**config.mk**
```make
export PLATFORM = sky130hd
export DESIGN_NAME = wdt_keyed
export DESIGN_NICKNAME = d
export VERILOG_FILES = /design/src/rtl/wdt_keyed.sv
export SDC_FILE = /design/constraint.sdc
export NUM_CORES = 1
export LEC_CHECK = 0
export ABC_AREA = 1
export BUFFER_PORTS_ARGS = -buffer_cell sky130_fd_sc_hd__buf_2
export CORE_AREA = 2 2 112 114
export DETAILED_ROUTE_END_ITERATION = 6
export DIE_AREA = 0 0 114 116
export PLACE_DENSITY_LB_ADDON = 0.12
export SLEW_MARGIN = 10
export SYNTH_ARGS = -nofsm -noshare
export SYNTH_HDL_FRONTEND = slang
export SYNTH_SLANG_ARGS = --single-unit
```
**constraint.sdc**
```tcl
create_clock -name clk -period 2.15 [get_ports clk]
set_input_delay 0.43 -clock clk [delete_from_list [all_inputs] [get_ports clk]]
set_output_delay 0.43 -clock clk [all_outputs]
set_load 0.005 [all_outputs]
```
**src/rtl/wdt_keyed.sv**
```systemverilog
module wdt_keyed #(
  parameter int          DIV       = 24,
  parameter logic [31:0] RST_COUNT = 32'h014F_B180
) (
  input  logic        clk,
  input  logic        rst_n,
  input  logic        req_valid,
  input  logic        req_write,
  input  logic [7:0]  req_addr,
  input  logic [31:0] req_wdata,
  output logic [31:0] rdata,
  input  logic        mem_in_reset,
  output logic        rst_req,
  output logic        irq
);
  localparam int          PW        = (DIV > 1) ? $clog2(DIV) : 1;
  localparam logic [PW-1:0] PRE_LAST = PW'(DIV - 1);
  localparam logic [5:0]  W_CNT     = 6'h00;
  localparam logic [5:0]  W_RELOAD  = 6'h01;
  localparam logic [5:0]  W_KICK    = 6'h02;
  localparam logic [5:0]  W_CTRL    = 6'h03;
  localparam logic [5:0]  W_SWRST   = 6'h09;
  localparam logic [15:0] KICK_KEY  = 16'h4755;
  localparam logic [31:0] SWRST_KEY = 32'hAEED_F123;
  localparam logic [31:0] CTRL_INIT = 32'h0000_0010;

  logic [31:0]   cnt, reload, ctrl;
  logic [PW-1:0] pre;
  logic          running;

  wire        wr       = req_valid & req_write;
  wire [5:0]  word     = req_addr[7:2];
  wire [31:0] ctrl_new = (req_wdata & ~32'h0000_0F00) | 32'h0000_0010;
  wire        tick     = running && (pre == PRE_LAST);
  wire        expire   = tick && (cnt <= 32'd1);
  wire        kick_ok  = wr && word == W_KICK && req_wdata[15:0] == KICK_KEY;

  always_comb begin
    case (word)
      W_CNT:    rdata = cnt;
      W_RELOAD: rdata = reload;
      W_CTRL:   rdata = ctrl;
      default:  rdata = 32'h0;
    endcase
  end

  always_ff @(posedge clk or negedge rst_n) begin
    if (!rst_n) begin
      cnt     <= RST_COUNT;
      reload  <= RST_COUNT;
      ctrl    <= CTRL_INIT;
      pre     <= '0;
      running <= 1'b0;
      rst_req <= 1'b0;
      irq     <= 1'b0;
    end else begin
      rst_req <= 1'b0;
      if (running) pre <= tick ? '0 : pre + 1'b1;
      if (tick) begin
        if (expire) begin
          cnt     <= 32'h0;
          running <= 1'b0;
          if (mem_in_reset) ctrl <= 32'h0;
          else begin
            rst_req <= ctrl[1];
            irq     <= irq | ctrl[2];
          end
        end else begin
          cnt <= cnt - 32'd1;
        end
      end
      if (wr) begin
        case (word)
          W_RELOAD: reload <= req_wdata;
          W_KICK: if (req_wdata[15:0] == KICK_KEY) begin
            cnt     <= reload;
            pre     <= '0;
            running <= ctrl[0];
            irq     <= 1'b0;
          end
          W_CTRL: begin
            ctrl <= ctrl_new;
            if (ctrl_new[0] && !ctrl[0]) begin
              cnt     <= reload;
              pre     <= '0;
              running <= 1'b1;
            end else if (!ctrl_new[0] && ctrl[0]) begin
              running <= 1'b0;
            end
          end
          W_SWRST: if (req_wdata == SWRST_KEY && ctrl[6:5] == 2'b00) rst_req <= 1'b1;
          default: ;
        endcase
      end
    end
  end

  p_ctrl_forced_r6: assert property (@(posedge clk) disable iff (!rst_n)
    (ctrl == 32'h0) || (ctrl[4] && ctrl[11:8] == 4'h0));

  p_kick_load_r3: assert property (@(posedge clk) disable iff (!rst_n)
    kick_ok |=> cnt == $past(reload));

  p_disable_stops_r5: assert property (@(posedge clk) disable iff (!rst_n)
    (wr && word == W_CTRL && !req_wdata[0]) |=> !running);

  p_hold_r7: assert property (@(posedge clk) disable iff (!rst_n)
    (!tick && !wr) |=> $stable(cnt));

  p_step_r7: assert property (@(posedge clk) disable iff (!rst_n)
    (tick && cnt > 32'd1 && !wr) |=> cnt == $past(cnt) - 32'd1);

  p_mem_suppress_r9: assert property (@(posedge clk) disable iff (!rst_n)
    (expire && mem_in_reset && !wr) |=> (ctrl == 32'h0 && !rst_req && !running));
endmodule

```
==> key figures <==
Synth
  • Synth area leader: dfrtp_1
  • Share of the synthesized area in the top cell type: 0.3121
  • Mapped Cells: 901
  • Seq/Total Area, Yosys: 0.4052
  • Syn nets: 949
  • Top FF cell, synth: dfrtp_1
  • Distinct cells, synth: 38
  • Synth Register Bits: 104
  • Most frequent cell after synthesis: nand2_1
  • Synthesized cell area: 6494 µm²
  • Area contributors post-synth: dfrtp_1 (31%), nand2_1 (13%), dfstp_2 (9.3%)
  • Commonest cells in the netlist: nand2_1 (220), inv_1 (103), o21ai_0 (87)
  • EDFF count, synth: 0
  • Syn Area/Cell: 7.207 µm²
  • Async SR Flop Fraction: 1.000
  • Yosys warns: 0

Setup path
  • Crit. End Element: output pin
  • CP most frequent cell: nand2_1
  • Required @ worst endpoint: 1720 ps
  • Top fanout value on the critical path: 19
  • Critical path type: input pin to output pin
  • Crit path largest cell delay: 200 ps
  • Critical-path top delay cell: buf_6
  • Worst-case reg-to-reg path depth: 12
  • Startpoint types: input pin
  • Worst Path Arrival: 1650 ps
  • Crit path cell chain: buf_2 > nor2_2 > nand2_1 > buf_4 > nor3_4 > buf_6 > nand2_1 > nand2_1 > buf_2

Global routing
  • Total grt overflow: 0
  • All-Layer GR Usage: 0.3123
  • Pin count of the biggest net entering global routing: 65
  • Vias in the first global route: 6,196
  • Antenna violations before repair: 0
  • First-pass GRT wire length: 31,660 µm

Timing
  • Post-layout min period: 2081 ps
  • Worst-case headroom to the max-slew limit: 0.6337
  • Final Hold Fails: 0
  • Slew Limit Fails: 0
  • Clock skew: 10.28 ps
  • Actual slew at the worst max-slew pin: 544.5 ps
  • F_max: 480.5 MHz
  • Setup TNS: 0 ps
  • RSZ-0062 raised after global routing: true
  • Final count of negative-setup-slack endpoints: 0
  • Final worst path period share: 0.9679
  • Final worst slack: 69.03 ps

Pwr
  • Worst VDD drop: 0.0007181 V
  • Logic pwr share: 0.240
  • P_leak: 3.818 nW
  • Clock share of power: 0.307
  • Seq pwr share: 0.453
  • Sw frac: 0.3584
  • Pwr dens: 719.1 nW/µm²
  • Internal power: 3.487 mW
  • Sw Pwr: 1.948 mW

Route
  • Post-Route WL: 20,050 µm
  • Post-route ant nets: 0
  • WL per Instance: 17.66 µm
  • Residual DRC: 0
  • Via Count: 6,740
  • 1st-pass router iterations: 7
  • Vias per cell: 5.938
  • Iter 0 DRT Violations: 672

Clock network
  • H-tree levels: 3
  • Reg clk slew, reported paths: 80 ps
  • Clock tree from TritonCTS: yes
  • Root buffer cell: clkbuf_16
  • Clock Path Buffers: 2
  • Clk sinks: 104
  • Worst-Skew Late Latency: 370 ps
  • Number of buffers created by CTS: 9

Final layout
  • Register area: 2631 µm²
  • # diodes: 0
  • Area Growth Syn to Fin: 16.38%
  • Share of cells above drive strength 1: 0.1862
  • Fill count: 1,108
  • Fin cells: 1,135
  • Fin nets: 1,031
  • Area of the multi-input gates: 3273 µm²

Placement
  • Placed insts: 1,117
  • I/O Buffers: 76
  • Placement Setup Slack: -16.89 ps
  • GPL Wtd Cong: 0.9516
  • Hpwl dp: 14,990 µm

Min path
  • Hold path depth: 3
  • Worst hold-check path type: input pin to register

Floorplan
  • Die area: 13,220 µm²
  • Core area: 11,910 µm²
  • Row Count: 40
  • Die width: 114 µm
  • IO Pins: 79
  • Initial Utilization: 0.5452
  • Die H: 116 µm

Flow run
  • Max_cap viols: 0

Status
  • Status: completed
## metrics by stage
| step | util | cell area (µm²) | power, mW | hold slack [ps] |
|---|---|---|---|---|
| after floorplan | - | 6494 | 3.234 | 134.4 |
| after global placement | 0.6026 | 7178 | 3.672 | 350.1 |
| after detailed placement | 0.6026 | 7178 | 3.723 | 358.4 |
| after CTS | 0.6285 | 7486 | 5.383 | 288.6 |
| after global routing | 0.6345 | 7557 | 5.698 | 309.0 |
| final | 0.6345 | 7557 | 5.434 | 291.0 |
## cell families after synthesis
logic type | synth area share
AO/OA/AOI/OAI | 0.1366
XOR/XNOR | 0.01214
adder cells (fa/ha/maj) | 0.005781
buffers and inverters | 0.09884
flip-flops | 0.4052
AND/OR/NAND/NOR | 0.3414
## final timing paths
path / start / end / slack, ps
setup / recovery: req_addr[5] / rdata[12] / 70
hold / removal: req_wdata[17] / reload[17]$_DFFE_PN1P_ / 290
setup reg to reg: cnt[1]$_DFF_PN0_ / cnt[28]$_DFF_PN0_ / 130
hold reg to reg: reload[1]$_DFFE_PN0P_ / reload[1]$_DFFE_PN0P_ / 500
max in group asynchronous: rst_n / cnt[22]$_DFF_PN1_ / 950
min in group asynchronous: rst_n / cnt[10]$_DFF_PN0_ / 500
## sequential cells by signal, indices dropped and copies added (netlist names)
signal	cells
cnt	32
ctrl	32
irq	1
pre	5
reload	32
rst_req	1
running	1
## cell type report
type / instances / share of cell area
multi-input cells: 646 / 0.4331
flip-flops and latches: 104 / 0.3482
repair buffers: 115 / 0.1012
inverters: 107 / 0.05414
clock buffers: 9 / 0.02980
well taps: 147 / 0.02434
clock inverters: 7 / 0.009272
## power groups by stage
stage	Combinational, mW	Sequential [mW]	Clock (mW)
2_1_floorplan	0.827	2.41	0
3_3_place_gp	1.20	2.47	0
3_5_place_dp	1.24	2.49	0
4_1_cts	1.24	2.45	1.69
5_1_grt	1.45	2.49	1.76
6_report	1.30	2.46	1.67
## cell usage in the layout, fill, tap and decap left out, drive strengths merged
master / count
o21bai: 3
o221ai: 2
xor2: 8
nor4: 3
or2: 1
nand3: 87
inv: 111
o211ai: 16
nor2: 85
o21ai: 94
dlygate4sd3: 1
nor3: 6
o32ai: 1
a41oi: 1
a211oi: 1
a22oi: 20
nand3b: 1
xnor2: 1
dfstp: 23
clkinv: 2
a21oi: 6
nand4: 75
o22ai: 7
ha: 3
dfrtp: 81
clkbuf: 9
clkinvlp: 1
nand2: 225
buf: 114
## layer usage
layer / track usage / part of all wire
met5: 0 / 0
met1: 0.4540 / 0.44
met4: 0.08862 / 0.017
met3: 0.06381 / 0.095
met2: 0.4766 / 0.45
## critical path, delay by kind of cell
kind / cells / cell delay, ps
buffers and inverters: 4 / 580
AND/OR/NAND/NOR: 5 / 620
## repair_timing
action,in CTS,in global routing
hold endpoints to repair,18,0
resized for setup,1,22
setup buffers,0,1
hold buffers,1,0
setup endpoints to repair,6,86
(Power assumes the default switching activity.)
